### config.mk
export PLATFORM = sky130hd
export DESIGN_NAME = pitc_channel
export DESIGN_NICKNAME = d
export VERILOG_FILES = /design/src/rtl/pitc_pkg.sv /design/src/rtl/pitc_edge.sv /design/src/rtl/pitc_dec.sv /design/src/rtl/pitc_bus.sv /design/src/rtl/pitc_core.sv /design/src/rtl/pitc_channel.sv
export SDC_FILE = /design/constraint.sdc
export NUM_CORES = 1
export LEC_CHECK = 0
export BUFFER_PORTS_ARGS = -buffer_cell sky130_fd_sc_hd__buf_2
export CAP_MARGIN = 15
export CORE_MARGIN = 4
export CORE_UTILIZATION = 50
export CTS_CLUSTER_DIAMETER = 60
export CTS_CLUSTER_SIZE = 12
export DETAILED_ROUTE_END_ITERATION = 6
export HOLD_SLACK_MARGIN = 0.05
export PLACE_DENSITY = 0.74
export SLEW_MARGIN = 15
export SYNTH_ARGS = -nofsm -noshare
export SYNTH_HDL_FRONTEND = slang
export SYNTH_SLANG_ARGS = --single-unit
### constraint.sdc
create_clock -name clk -period 5.4 [get_ports clk]
set_input_delay 0.54 -clock clk [delete_from_list [all_inputs] [get_ports clk]]
set_output_delay 0.54 -clock clk [all_outputs]
set_load 0.01 [all_outputs]
### src/rtl/pitc_pkg.sv
// Shared types for the interval counter channel.
// Assumes a byte-wide control word with the layout described in the brief.
package pitc_pkg;
    typedef enum logic [2:0] {
        M_TC_INT    = 3'd0,
        M_ONESHOT   = 3'd1,
        M_RATE      = 3'd2,
        M_SQUARE    = 3'd3,
        M_SW_STROBE = 3'd4,
        M_HW_STROBE = 3'd5
    } mode_t;

    localparam int CW_LATCH_BIT = 7;
    localparam int CW_BCD_BIT   = 3;
endpackage

### src/rtl/pitc_edge.sv
// Edge detector on a signal sampled in the system clock domain.
// RISE picks rising (1) or falling (0) detection. The reset value of the
// history flop is chosen so that reset never reports a false edge.
// Assumes the input is already synchronous to clk.
module pitc_edge #(
    parameter bit RISE = 1'b1
) (
    input  logic clk,
    input  logic rst_n,
    input  logic sig_i,
    output logic edge_o
);
    logic prev_q;

    // keep last sampled level
    always_ff @(posedge clk) begin
        if (!rst_n) prev_q <= RISE;
        else        prev_q <= sig_i;
    end

    if (RISE) begin : g_rise
        assign edge_o = sig_i & ~prev_q;
    end else begin : g_fall
        assign edge_o = ~sig_i & prev_q;
    end
endmodule

### src/rtl/pitc_dec.sv
// One-step decrement in binary or packed BCD.
// Assumes CNT_W is a multiple of 4; a BCD value of all zeros wraps to all nines.
module pitc_dec #(
    parameter int CNT_W = 16
) (
    input  logic [CNT_W-1:0] val_i,
    input  logic             bcd_i,
    output logic [CNT_W-1:0] val_o
);
    localparam int NDIG = CNT_W / 4;
    localparam logic [CNT_W-1:0] ONE = {{(CNT_W-1){1'b0}}, 1'b1};

    logic [NDIG:0]    brw;
    logic [CNT_W-1:0] bcd_res;

    assign brw[0] = 1'b1;

    for (genvar g = 0; g < NDIG; g++) begin : g_dig
        logic [3:0] dig;
        assign dig = val_i[g*4 +: 4];
        assign bcd_res[g*4 +: 4] = !brw[g] ? dig : ((dig == 4'd0) ? 4'd9 : dig - 4'd1);
        assign brw[g+1] = brw[g] && (dig == 4'd0);
    end

    assign val_o = bcd_i ? bcd_res : (val_i - ONE);
endmodule

### src/rtl/pitc_bus.sv
// Processor-side register access: decodes control words, assembles count
// bytes low-first, keeps the latched copy and the read byte sequencer.
// Assumes CNT_W is a whole number of BUS_W-bit bytes and BUS_W >= 8.
module pitc_bus
    import pitc_pkg::*;
#(
    parameter int CNT_W = 16,
    parameter int BUS_W = 8
) (
    input  logic             clk,
    input  logic             rst_n,
    input  logic             wr_en,
    input  logic             rd_en,
    input  logic             reg_sel,
    input  logic [BUS_W-1:0] wdata,
    output logic [BUS_W-1:0] rdata,
    input  logic [CNT_W-1:0] cnt_i,
    output logic             cw_wr_o,
    output mode_t            cw_mode_o,
    output logic             cw_bcd_o,
    output logic             ld_o,
    output logic [CNT_W-1:0] ld_val_o
);
    localparam int NBYTE = CNT_W / BUS_W;
    localparam int PW    = (NBYTE > 1) ? $clog2(NBYTE) : 1;
    localparam logic [PW-1:0] LAST = PW'(NBYTE - 1);

    logic [PW-1:0]    wr_ptr, rd_ptr;
    logic [CNT_W-1:0] asm_q, snap_q, rd_src;
    logic             snap_vld;
    logic             latch_cmd, cnt_wr, cnt_rd;
    logic [2:0]       mode_raw;

    assign latch_cmd = wr_en &  reg_sel &  wdata[CW_LATCH_BIT];
    assign cw_wr_o   = wr_en &  reg_sel & ~wdata[CW_LATCH_BIT];
    assign cnt_wr    = wr_en & ~reg_sel;
    assign cnt_rd    = rd_en & ~reg_sel;
    assign mode_raw  = wdata[2:0];
    assign cw_mode_o = mode_t'((mode_raw[2] & mode_raw[1]) ? {1'b0, mode_raw[1:0]} : mode_raw);
    assign cw_bcd_o  = wdata[CW_BCD_BIT];

    // count value as it would stand with this byte merged in
    always_comb begin
        ld_val_o = asm_q;
        ld_val_o[int'(wr_ptr)*BUS_W +: BUS_W] = wdata;
    end
    assign ld_o = cnt_wr && (wr_ptr == LAST);

    // write byte sequencer and assembly register
    always_ff @(posedge clk) begin
        if (!rst_n) begin
            wr_ptr <= '0;
            asm_q  <= '0;
        end else if (cw_wr_o) begin
            wr_ptr <= '0;
        end else if (cnt_wr) begin
            asm_q  <= ld_val_o;
            wr_ptr <= (wr_ptr == LAST) ? '0 : wr_ptr + 1'b1;
        end
    end

    // read byte sequencer and latched copy
    always_ff @(posedge clk) begin
        if (!rst_n) begin
            rd_ptr   <= '0;
            snap_q   <= '0;
            snap_vld <= 1'b0;
        end else if (cw_wr_o) begin
            rd_ptr   <= '0;
        end else if (latch_cmd) begin
            rd_ptr <= '0;
            if (!snap_vld) begin
                snap_q   <= cnt_i;
                snap_vld <= 1'b1;
            end
        end else if (cnt_rd) begin
            if (rd_ptr == LAST) begin
                rd_ptr   <= '0;
                snap_vld <= 1'b0;
            end else begin
                rd_ptr <= rd_ptr + 1'b1;
            end
        end
    end

    // read data mux: latched copy wins over the live count
    assign rd_src = snap_vld ? snap_q : cnt_i;
    assign rdata  = reg_sel ? '0 : rd_src[int'(rd_ptr)*BUS_W +: BUS_W];

    // a held copy does not move until its last byte is read
    a_r11_snap_frozen: assert property (@(posedge clk) disable iff (!rst_n)
        (snap_vld && !(cnt_rd && rd_ptr == LAST)) |=> $stable(snap_q));

    // a control word returns the next count write to the low byte
    a_r12_cw_resets_seq: assert property (@(posedge clk) disable iff (!rst_n)
        cw_wr_o |=> (wr_ptr == '0 && rd_ptr == '0));
endmodule

### src/rtl/pitc_core.sv
// Counting engine: holds mode, reload value and count, and produces OUT
// for the six modes at every counter-clock step.
// Assumes tick_i is a one-cycle pulse per counter-clock falling edge and
// gate_rise_i a one-cycle pulse per rising GATE.
module pitc_core
    import pitc_pkg::*;
#(
    parameter int CNT_W = 16
) (
    input  logic             clk,
    input  logic             rst_n,
    input  logic             tick_i,
    input  logic             gate_i,
    input  logic             gate_rise_i,
    input  logic             cw_wr_i,
    input  mode_t            cw_mode_i,
    input  logic             cw_bcd_i,
    input  logic             ld_i,
    input  logic [CNT_W-1:0] ld_val_i,
    output logic [CNT_W-1:0] cnt_o,
    output logic             out_o
);
    localparam logic [CNT_W-1:0] ONE = {{(CNT_W-1){1'b0}}, 1'b1};
    localparam logic [CNT_W-1:0] TWO = ONE << 1;

    mode_t            mode_q;
    logic             bcd_q, out_q, armed_q, run_q, pend_q, trig_q;
    logic [CNT_W-1:0] reload_q, cnt_q, dec1, dec2, reload_even;
    logic             trig_now, rate_mode, restart_mode;

    pitc_dec #(.CNT_W(CNT_W)) u_dec1 (.val_i(cnt_q), .bcd_i(bcd_q), .val_o(dec1));
    pitc_dec #(.CNT_W(CNT_W)) u_dec2 (.val_i(dec1),  .bcd_i(bcd_q), .val_o(dec2));

    assign trig_now     = trig_q | gate_rise_i;
    assign rate_mode    = (mode_q == M_RATE) || (mode_q == M_SQUARE);
    assign restart_mode = (mode_q != M_ONESHOT) && (mode_q != M_HW_STROBE);
    assign reload_even  = {reload_q[CNT_W-1:1], 1'b0};

    // mode register, count, reload value and output waveform
    always_ff @(posedge clk) begin
        if (!rst_n) begin
            mode_q   <= M_TC_INT;
            bcd_q    <= 1'b0;
            reload_q <= '0;
            cnt_q    <= '0;
            out_q    <= 1'b1;
            armed_q  <= 1'b0;
            run_q    <= 1'b0;
            pend_q   <= 1'b0;
            trig_q   <= 1'b0;
        end else if (cw_wr_i) begin
            mode_q  <= cw_mode_i;
            bcd_q   <= cw_bcd_i;
            out_q   <= (cw_mode_i != M_TC_INT);
            armed_q <= 1'b0;
            run_q   <= 1'b0;
            pend_q  <= 1'b0;
            trig_q  <= 1'b0;
        end else begin
            if (gate_rise_i) trig_q <= 1'b1;
            if (tick_i) begin
                trig_q <= 1'b0;
                unique case (mode_q)
                    M_TC_INT, M_SW_STROBE: begin
                        if (mode_q == M_SW_STROBE && !out_q) out_q <= 1'b1;
                        if (pend_q) begin
                            cnt_q  <= reload_q;
                            run_q  <= 1'b1;
                            pend_q <= 1'b0;
                        end else if (run_q && gate_i) begin
                            cnt_q <= dec1;
                            if (dec1 == '0) begin
                                run_q <= 1'b0;
                                out_q <= (mode_q == M_TC_INT);
                            end
                        end
                    end
                    M_ONESHOT, M_HW_STROBE: begin
                        if (mode_q == M_HW_STROBE && !out_q) out_q <= 1'b1;
                        if (trig_now && armed_q) begin
                            cnt_q <= reload_q;
                            run_q <= 1'b1;
                            if (mode_q == M_ONESHOT) out_q <= 1'b0;
                        end else if (run_q) begin
                            cnt_q <= dec1;
                            if (dec1 == '0) begin
                                run_q <= 1'b0;
                                out_q <= (mode_q == M_ONESHOT);
                            end
                        end
                    end
                    M_RATE: begin
                        if (pend_q || (trig_now && armed_q)) begin
                            cnt_q  <= reload_q;
                            run_q  <= 1'b1;
                            pend_q <= 1'b0;
                            out_q  <= 1'b1;
                        end else if (run_q && gate_i) begin
                            if (cnt_q == ONE) begin
                                cnt_q <= reload_q;
                                out_q <= 1'b1;
                            end else begin
                                cnt_q <= dec1;
                                if (dec1 == ONE) out_q <= 1'b0;
                            end
                        end
                    end
                    M_SQUARE: begin
                        if (pend_q || (trig_now && armed_q)) begin
                            cnt_q  <= reload_q;
                            run_q  <= 1'b1;
                            pend_q <= 1'b0;
                            out_q  <= 1'b1;
                        end else if (run_q && gate_i) begin
                            if (cnt_q[0]) begin
                                cnt_q <= dec1;
                            end else if (cnt_q == TWO) begin
                                out_q <= !out_q;
                                cnt_q <= out_q ? reload_even : reload_q;
                            end else begin
                                cnt_q <= dec2;
                            end
                        end
                    end
                    default: ;
                endcase
            end
            if (rate_mode && !gate_i) out_q <= 1'b1;
            if (ld_i) begin
                reload_q <= ld_val_i;
                armed_q  <= 1'b1;
                if (restart_mode) pend_q <= 1'b1;
                if (mode_q == M_TC_INT) out_q <= 1'b0;
            end
        end
    end

    assign cnt_o = cnt_q;
    assign out_o = out_q;

    // in mode 0 a high OUT only falls on a new count or control word
    a_r3_tc_out_holds: assert property (@(posedge clk) disable iff (!rst_n)
        (mode_q == M_TC_INT && out_q && !cw_wr_i && !ld_i) |=> out_q);

    // a step with GATE low does not change a mode 0 count
    a_r4_gate_holds_count: assert property (@(posedge clk) disable iff (!rst_n)
        (mode_q == M_TC_INT && tick_i && !gate_i && !pend_q && !cw_wr_i) |=> $stable(cnt_q));

    // GATE low forces OUT high in the periodic modes
    a_r6_gate_low_out_high: assert property (@(posedge clk) disable iff (!rst_n)
        (rate_mode && !gate_i && !cw_wr_i) |=> out_q);

    // the software strobe lasts a single step
    a_r8_strobe_one_step: assert property (@(posedge clk) disable iff (!rst_n)
        (mode_q == M_SW_STROBE && tick_i && !out_q && !cw_wr_i) |=> out_q);
endmodule

### src/rtl/pitc_channel.sv
// Top of one interval counter channel: edge detection on the counter
// clock and GATE, processor register access, and the counting engine.
// Assumes tmr_clk and gate are synchronous to clk and tmr_clk is much
// slower than clk (each level lasts at least one clk cycle).
module pitc_channel
    import pitc_pkg::*;
#(
    parameter int CNT_W = 16,
    parameter int BUS_W = 8
) (
    input  logic             clk,
    input  logic             rst_n,
    input  logic             wr_en,
    input  logic             rd_en,
    input  logic             reg_sel,
    input  logic [BUS_W-1:0] wdata,
    output logic [BUS_W-1:0] rdata,
    input  logic             tmr_clk,
    input  logic             gate,
    output logic             out
);
    logic             tick, gate_rise, cw_wr, cw_bcd, ld;
    mode_t            cw_mode;
    logic [CNT_W-1:0] ld_val, cnt;

    pitc_edge #(.RISE(1'b0)) u_tick_det (.clk(clk), .rst_n(rst_n), .sig_i(tmr_clk), .edge_o(tick));
    pitc_edge #(.RISE(1'b1)) u_gate_det (.clk(clk), .rst_n(rst_n), .sig_i(gate), .edge_o(gate_rise));

    pitc_bus #(.CNT_W(CNT_W), .BUS_W(BUS_W)) u_bus (
        .clk(clk), .rst_n(rst_n), .wr_en(wr_en), .rd_en(rd_en), .reg_sel(reg_sel),
        .wdata(wdata), .rdata(rdata), .cnt_i(cnt), .cw_wr_o(cw_wr), .cw_mode_o(cw_mode),
        .cw_bcd_o(cw_bcd), .ld_o(ld), .ld_val_o(ld_val)
    );

    pitc_core #(.CNT_W(CNT_W)) u_core (
        .clk(clk), .rst_n(rst_n), .tick_i(tick), .gate_i(gate), .gate_rise_i(gate_rise),
        .cw_wr_i(cw_wr), .cw_mode_i(cw_mode), .cw_bcd_i(cw_bcd), .ld_i(ld),
        .ld_val_i(ld_val), .cnt_o(cnt), .out_o(out)
    );
endmodule

Word-level counts from Yosys, hierarchy flattened
Index checks and enable logic that the tools add are counted.
- register bits: 78
- latch bits: 0
- memory bits (writable): 0
- ROM bits: 0
- input bits: 15
- output and inout port bits: 9
- logic and storage cells: 179
- memories kept: 0
- add/subtract/negate cells: 13
- $mul: 0
- div/mod/pow operators: 0
- $lt $le $gt $ge: 0
- equality and inequality tests: 16
- shift operators: 3
- mux-type cells: 74
- bitwise gates (word level): 15
- reductions and logical operators: 42
- operators by type and width (operator ; count):
    $mux 16 ; 14
    $pmux 16 s4 ; 1
    $mux 4 ; 14
    $mux 1 ; 39
    $neg 4->33 ; 1
    $shift 8x33->16 const A ; 1
    $shiftx 8x33->16 ; 1
    $eq 16x1->1 const B ; 2
    $logic_not 4->1 ; 8
    $sub 16x1->16 const B ; 2
    $sub 4x1->4 const B ; 8
    $bwmux 16 ; 1
    $eq 16x2->1 const B ; 1
    $logic_not 16->1 ; 1
    $shiftx 16x5->8 ; 1
    $ne 3x1->1 const B ; 4
    $logic_and 1x1->1 ; 11
    $ne 3x3->1 const B ; 3
    $and 1x1->1 ; 8
    $mux 8 ; 1
    $reduce_or 2->1 ; 4
    $reduce_and 7->1 ; 1
    $eq 3x2->1 const B ; 2
    $eq 3x3->1 const B ; 2
    19 further kinds ; 32

Depth between registers and ports, before layout
Gate-level depths: netlist (run 1).
- word-level depth: 16
- gate-level depth with buffers: 16
- depth with buffers taken out: 13

Modules after synthesis
A second synthesis (run 1) with hierarchy kept.
- cell total of the unflattened synthesis: 692
- area, all modules: 5541.6 µm²
- modules (own cells, without submodules) (module ; times used ; cells an instance ; area each (µm²) ; sequential area each (µm²)):
    pitc_core ; 1 ; 342 ; 2807.7 ; 820.8
    pitc_bus ; 1 ; 213 ; 1790.5 ; 700.7
    pitc_dec at u_core.u_dec1 ; 1 ; 69 ; 459.2 ; 0.0
    pitc_dec at u_core.u_dec2 ; 1 ; 62 ; 407.9 ; 0.0
    pitc_edge at u_gate_det ; 1 ; 3 ; 40.0 ; 20.0
    pitc_edge at u_tick_det ; 1 ; 3 ; 36.3 ; 20.0

Worst setup path after synthesis (run 1)
No wires, ideal clock.
- path type: register to register
- start point: register u_core.cnt_q[0] (netlist: u_core.cnt_o[0])
- end point: register u_core.out_q (netlist: u_core.out_o)
- setup time: 132 ps
- arrival: 3533 ps
- required time: 5268 ps
- slack: 1735 ps
- stages on the path, launching flop included: 15
- buffers on the path: 2
- period minus slack after synthesis: 3665 ps
- path through: dfxtp_1 clkbuf_1 inv_1 ha_1 buf_2 or4b_2 nor4_1 xnor2_1 ha_1 inv_1 or3_1 nor4b_1 a21boi_0 a211oi_1 o21ai_1
- word-level cells in the longest chain between the ends: 16
- elaborated cells between the ends (all ways): 34
- classes of those cells: add/sub (2); eq/ne (3); mux (25); reduce/logical (4)
- ends and longest elaborated chain (element ; RTL line ; RTL):
    from (decl) ; pitc_core.sv:28 ; logic [CNT_W-1:0] reload_q, cnt_q, dec1, dec2, reload_even;
    from (signal assigned) ; pitc_core.sv:67 ; cnt_q <= reload_q;
    from (signal assigned) ; pitc_core.sv:81 ; cnt_q <= reload_q;
    from (signal assigned) ; pitc_core.sv:94 ; cnt_q <= reload_q;
    branches (longest 10 deep; another with $sub 16x1->16) ; -- ;
    $pmux 1 s4 * ; pitc_core.sv:63 ; unique case (mode_q)
    $mux 1 * ; pitc_core.sv:61 ; if (tick_i) begin
    $mux 1 * ; pitc_core.sv:128 ; if (rate_mode && !gate_i) out_q <= 1'b1;
    $mux 1 ; pitc_core.sv:133 ; if (mode_q == M_TC_INT) out_q <= 1'b0;
    $mux 1 * ; pitc_core.sv:129 ; if (ld_i) begin
    $mux 1 * ; pitc_core.sv:51 ; end else if (cw_wr_i) begin
    to (signal assigned) ; pitc_core.sv:54 ; out_q <= (cw_mode_i != M_TC_INT);
    to (signal assigned) ; pitc_core.sv:74 ; out_q <= (mode_q == M_TC_INT);
    to (signal assigned) ; pitc_core.sv:118 ; out_q <= !out_q;
    to (decl) ; pitc_core.sv:27 ; logic bcd_q, out_q, armed_q, run_q, pend_q, trig_q;
Every way passes the cells marked *.
A chain may end at the register's enable or synchronous reset.

Final worst setup path (run 1)
- start point: register u_core.cnt_q[1] (netlist: u_core.cnt_o[1])
- end point: register u_core.cnt_q[15] (netlist: u_core.cnt_o[15])
- word-level cells in the longest chain between the ends: 14
- elaborated cells between the ends (all ways): 35
- classes of those cells: add/sub (4); eq/ne (2); mux (20); reduce/logical (9)
- ends and longest elaborated chain (element ; RTL line):
    branches (longest 13 deep; another with $sub 16x1->16) ; --
    $pmux 16 s4 * ; pitc_core.sv:63
Every way passes the cells marked *. The select of a mux whose other input is x is not followed.

==> impl_metrics.csv, run 1 <==
group,metric,value,unit
run_status,outcome,"complete, no violations",
finish,antenna_cells,0,
detailed_routing,wl_per_cell,19.71,um
grt,grt_use_total,26.94,%
finish,fin_nets,672,
synthesis,synth_edf_count,0,
timing,relSlewSlack,31.79,%
detailed_routing,first_pass_iters,6,
detailed_routing,route.antenna.remaining_nets,0,
worst_setup_path,cp.required,5.66,ns
floorplan,ios,24,
timing,worst-slew-pin-transition,1.019,ns
cts,clk_pin_slew,0.09,ns
worst_setup_path,critPathKind,"reg2reg",
job,max_cap_viol_count,0,
cts,clock_path_buffers,2,
worst_setup_path,worstPathMaxFanout,11,
cts,clk_latency,0.36,ns
floorplan,die_w,108.9,um
cts,numCtsBuffers,9,
cts,cts_tree,"done",
timing,fin_crit_sh,77.01,%
floorplan,fp-row-count,36,
detailed_routing,wirelength,15550,um
placed_design,numPortBuffers,23,
detailed_routing,dr_total_vias,5261,
finish,utilization,54.40,%
cts,htree_levels,3,
timing,setup_viol,0,
placed_design,placed_area,0.005167,sq mm
floorplan,die_h,108.9,um
worst_setup_path,start_kind,"flip-flop",
worst_setup_path,crit_slowest_cell,"nor3_1",
worst_setup_path,path_cells,"inv_1 -> ha_1 -> or3b_1 -> nor4_1 -> mux2i_1 -> nand3_1 -> nor3_1 -> o2111ai_1 -> a211oi_1 -> a21oi_1",
timing,tns,0,ns
worst_setup_path,slowest_delay,0.59,ns
synthesis,syn-cell-area,0.005090,sq mm
placed_design,gp_congestion,0.9628,
timing,rsz0062_at_grt,"false",
cts,holdBufCountCts,0,
cts,cts-resized-gates,0,
detailed_routing,drc_errors,0,
hold_path,hold_class,"in2reg",
finish,final.fill_count,923,
synthesis,netlist_instances,668,
floorplan,die-area,0.01186,sq mm
synthesis,synth_cell_types,74,
detailed_routing,drt_iter0_drc,682,
synthesis,async_reset_ff_share,0,%
grt,grt_pass1_wl,25010,um
floorplan,core-area,0.009864,sq mm
finish,design_area,0.005366,sq mm
synthesis,ys.flop_type,"dfxtp_1",
floorplan,start_util,51.60,%
timing,layout_min_cycle_time,4.159,ns
finish,syn_to_final_growth,5.433,%
synthesis,ys_seq_area_share,27.53,%
power_and_ir_drop,irDropWorstVdd,173.0,uV
detailed_routing,drt-vias-per-instance,6.668,
placed_design,dp_hpwl,10980,um
timing,final_hold_viol_count,0,
synthesis,syn_avg_cell_area,7.620,sq um
timing,fin_skew,0.01258,ns
power_and_ir_drop,p_leak,0.001801,uW
grt,grt_pass1_vias,4699,
power_and_ir_drop,p_per_area,230.6,mW/mm^2
worst_setup_path,worst_setup_path_end_kind,"flip-flop",
synthesis,yosysWarnings,0,
timing,slew_violations,0,
synthesis,syn_nets,689,
timing,fin_hold_ws,0.4206,ns
cts,cts_setup_buffers,0,
cts,cts_sinks,70,
worst_setup_path,cp.arrival,4.42,ns
synthesis,yosys_register_bits,70,
timing,max_freq,240.5,MHz
grt,grt_overflow_total,0,
grt,antenna_found_initial,0,
grt,grt_max_degree,67,
cts,clockRootBuffer,"clkbuf_8",
finish,final_layout_size_suffix_gt1_share,11.43,%
## per-stage QoR
step                std cells  total power (uW)  setup WS (ns)
floorplan                 668             733.4          1.735
global placement          773             789.6          1.558
detailed placement        773             792.7          1.421
CTS                       789              1234          1.382
global route              789              1291         0.9015
finish                    789              1237          1.241
## worst paths after layout
kind                   startpoint                  to  slack [ns]  cells after the start
setup reg to reg  u_core.cnt_o[1]    u_core.cnt_o[15]        1.24                     10
hold / removal            tmr_clk   u_tick_det.prev_q        0.42                      2
setup / recovery  u_core.cnt_o[1]    u_core.cnt_o[15]        1.24                     10
hold reg to reg    u_bus.asm_q[5]  u_core.reload_q[5]        0.47                      2
## registers in the layout, summed over array words and instances, names as in the netlist
signal / count
u_core.bcd_q: 1
u_gate_det.prev_q: 1
u_core.run_q: 1
u_bus.snap_q: 16
u_tick_det.prev_q: 1
u_bus.wr_ptr: 1
u_bus.snap_vld: 1
u_core.trig_q: 1
u_core.out_o: 1
u_core.reload_q: 16
u_core.pend_q: 1
u_bus.rd_ptr: 1
u_bus.asm_q: 8
u_core.armed_q: 1
u_core.mode_q: 3
u_core.cnt_o: 16
## critical path: cells and delay by family, from the launching register on
kind / cells / cell delay (ns)
adders and majority gates: 1 / 0.34
and+or+nand+nor: 4 / 2.03
DFF: 1 / 0.43
buffers and inverters: 1 / 0.15
AOI/OAI and AO/OA: 3 / 0.58
muxes: 1 / 0.52
## power by group
group | internal (uW) | switching (uW)
clock network | 217 | 230
logic | 92.0 | 151
registers | 528 | 19.8
## cells by family after synthesis
| family | after synthesis | share of synthesized area (%) |
|---|---|---|
| AOI/OAI and AO/OA | 206 | 27.75 |
| xor gates and xnor gates | 14 | 2.409 |
| adders and majority gates | 6 | 1.475 |
| buffers and inverters | 72 | 5.924 |
| DFF | 70 | 27.53 |
| muxes | 27 | 7.596 |
| and+or+nand+nor | 273 | 27.31 |
## layout by cell type, fill, tap and decap left out, types with 8 or more instances in the layout
cell | netlist | routed
buf_2 | 4 | 23
o21ai_0 | 39 | 39
nor2_1 | 42 | 41
mux4_2 | 8 | 8
nor2b_1 | 23 | 23
nor4_1 | 11 | 11
nand2_1 | 98 | 98
clkbuf_8 | 0 | 9
inv_1 | 15 | 15
nand3_1 | 17 | 17
mux2i_1 | 15 | 15
a21oi_1 | 42 | 42
dfxtp_1 | 70 | 70
o211ai_1 | 8 | 8
xnor2_1 | 11 | 11
a21boi_0 | 33 | 33
nand2b_1 | 10 | 10
nor3_1 | 17 | 17
a31oi_1 | 13 | 13
## cells in the mapped netlist, types with 3 or more instances
library cell  number  area, sq um
nand2_1           98        367.9
clkbuf_1          45        168.9
buf_6              3        33.78
or3_1              7        43.79
o31ai_1            6        45.04
nor3_1            17        85.08
or4_1              5        37.54
inv_1             15        56.30
a21o_1             3        22.52
a221oi_1           7        61.31
ha_1               6        75.07
a311oi_1           3        26.28
o311ai_0           4        35.03
xnor2_1           11        96.34
mux2_2             3        33.78
a21boi_0          33        247.7
mux2i_1           15        150.1
o211ai_1           8        60.06
nand2b_1          10        62.56
and3_1             3        18.77
o21a_1             6        45.04
dfxtp_1           70         1401
nor2b_1           23        143.9
a21oi_1           42        210.2
mux4_2             8        180.2
nor3b_1            4        30.03
nor2_1            42        157.7
o21ai_0           39        195.2
or4_4              3        33.78
buf_1              3        11.26
nand4_1            7        43.79
and2_1             6        37.54
or4b_2             3        30.03
a22oi_1            4        30.03
xor2_1             3        26.28
o221ai_1           4        35.03
nor4_1            11        68.82
nand3b_1           3        22.52
a211oi_1           4        30.03
buf_2              4        20.02
or2_2              5        31.28
nand3_1           17        85.08
a31oi_1           13        81.33
## layer usage
layer / routed length (um) / up-vias / global-route usage [%]
met5: 0 / - / 0
met4: 489 / 0 / 11.45
met3: 1785 / 47 / 5.980
met2: 6799 / 323 / 38.68
met1: 6475 / 2464 / 38.63
li1: - / 2427 / -
## area by class of cell
| type | instances | area (sq um) | share of cell area, % |
|---|---|---|---|
| timing repair buffer | 28 | 152.6 | 2.844 |
| clock inverter | 6 | 68.82 | 1.282 |
| tap | 133 | 166.4 | 3.101 |
| inverter | 16 | 60.06 | 1.119 |
| sequential | 70 | 1401 | 26.11 |
| multi-input combinational | 526 | 3390 | 63.16 |
| clock buffer | 10 | 127.6 | 2.378 |
Note: power is estimated with default switching activity, not from simulation.
==> run 2, diff against run 1 <==
PLACE_DENSITY = 0.77   (was 0.74)
clock period = 3.81 ns   (was 5.4 ns; I/O delays follow)
==> impl_metrics.csv, run 2 (synthesis gave the netlist of run 1 again) <==
group,metric,value,unit
grt,grt_max_degree,39,
job,max_cap_viol_count,0,
cts,clock_path_buffers,2,
finish,multi_input_area,0.003390,sq mm
finish,final.fill_count,918,
cts,htree_levels,3,
detailed_routing,route.antenna.remaining_nets,0,
timing,final_hold_viol_count,0,
grt,grt_pass1_vias,5075,
worst_setup_path,cp.required,4.06,ns
cts,cts_sinks,70,
timing,rsz0062_at_grt,"false",
finish,syn_to_final_growth,9.685,%
timing,max_freq,284.3,MHz
worst_setup_path,start_kind,"flip-flop",
detailed_routing,first_pass_iters,5,
cts,numCtsBuffers,9,
cts,cts_setup_buffers,0,
timing,fin_crit_sh,92.33,%
grt,antenna_found_initial,0,
timing,worst-slew-pin-transition,1.167,ns
finish,final-seq-area,0.001401,sq mm
run_status,outcome,"complete, no violations",
floorplan,start_util,51.60,%
cts,cts-resized-gates,0,
grt,grt_pass1_wl,26820,um
timing,slew_violations,0,
finish,final_layout_size_suffix_gt1_share,14.83,%
worst_setup_path,cp.arrival,3.77,ns
worst_setup_path,worst_setup_path_end_kind,"flip-flop",
worst_setup_path,worstPathMaxFanout,10,
floorplan,die_w,108.9,um
placed_design,dp_hpwl,12210,um
timing,relSlewSlack,21.86,%
power_and_ir_drop,irDropWorstVdd,240.1,uV
floorplan,die_h,108.9,um
detailed_routing,drc_errors,0,
finish,fin_nets,699,
detailed_routing,wirelength,16750,um
detailed_routing,dr_total_vias,5393,
detailed_routing,wl_per_cell,20.57,um
worst_setup_path,rr_worst_depth,11,
worst_setup_path,critPathKind,"reg2reg",
cts,clk_latency,0.36,ns
cts,clockRootBuffer,"clkbuf_8",
cts,cts_tree,"done",
grt,grt_use_total,29.29,%
power_and_ir_drop,p_leak,0.001945,uW
finish,final_cell_mix,"nand2_1, dfxtp_1, a21oi_1, nor2_1, o21ai_0",
detailed_routing,drt_iter0_drc,549,
detailed_routing,drt-vias-per-instance,6.625,
hold_path,hold-path-cell-count,2,
placed_design,gp_congestion,1.038,
cts,holdBufCountCts,0,
floorplan,ios,24,
cts,clk_pin_slew,0.09,ns
timing,layout_min_cycle_time,3.518,ns
timing,fin_skew,0.01481,ns
floorplan,core-area,0.009864,sq mm
finish,final_common_cell,"nand2_1",
timing,setup_viol,0,
finish,utilization,56.60,%
floorplan,fp-row-count,36,
finish,antenna_cells,0,
grt,grt_overflow_total,0,
power_and_ir_drop,p_per_area,325.1,mW/mm^2
placed_design,numPortBuffers,23,
timing,tns,0,ns
floorplan,die-area,0.01186,sq mm
hold_path,hold_class,"in2reg",
## run 2: layout make-up
class / instances / area share [%]
sequential: 70 / 25.10
multi-input combinational: 526 / 60.71
inverter: 16 / 1.076
clock inverter: 4 / 1.300
timing repair buffer: 55 / 6.365
tap: 133 / 2.981
clock buffer: 10 / 2.465
## run 2: critical path, stage by stage (launching register included)
cell and delay, ns:
dfxtp_1 0.31, inv_1 0.09, ha_1 0.36, or3b_1 0.55
nor4_1 0.28, buf_4 0.17, mux2i_1 0.23, nand3_1 0.28
nor4_1 0.50, mux2i_1 0.14, a2111oi_0 0.42, nor2_1 0.09
## run 2: power breakdown
group | switching [uW] | leakage (uW) | internal [uW] | total [uW]
Sequential | 23.6 | 0.000567 | 748 | 772
Combinational | 225 | 0.00127 | 151 | 376
Clock | 289 | 0.000104 | 378 | 667
## run 2: path summary, 6_finish.rpt
check                                     start           endpoint  slack, ns
worst min register to register  u_bus.snap_q[2]    u_bus.snap_q[2]       0.46
worst max register to register  u_core.cnt_o[1]   u_core.cnt_o[14]       0.29
worst max-delay path            u_core.cnt_o[1]   u_core.cnt_o[14]       0.29
worst min-delay path                    tmr_clk  u_tick_det.prev_q       0.27
## run 2: metrics by stage
stage	setup slack [ns]	total power, uW	hold slack [ns]	std cells	cell area (sq um)
after floorplan	0.1453	1039	0.4393	668	5090
after global placement	0.3965	1148	0.4472	800	5370
after detailed placement	0.3630	1154	0.4566	800	5370
after CTS	0.3336	1814	0.2618	814	5580
after global routing	0.03804	1887	0.2693	814	5583
final	0.2921	1815	0.2696	814	5583
## run 2: per-layer routing
layer | wire [um] | vias up | track usage, %
met5 | 0 | - | 0
met4 | 669 | 0 | 12.98
met3 | 1786 | 67 | 5.151
met2 | 7558 | 326 | 45.92
met1 | 6733 | 2530 | 39.36
li1 | - | 2470 | -
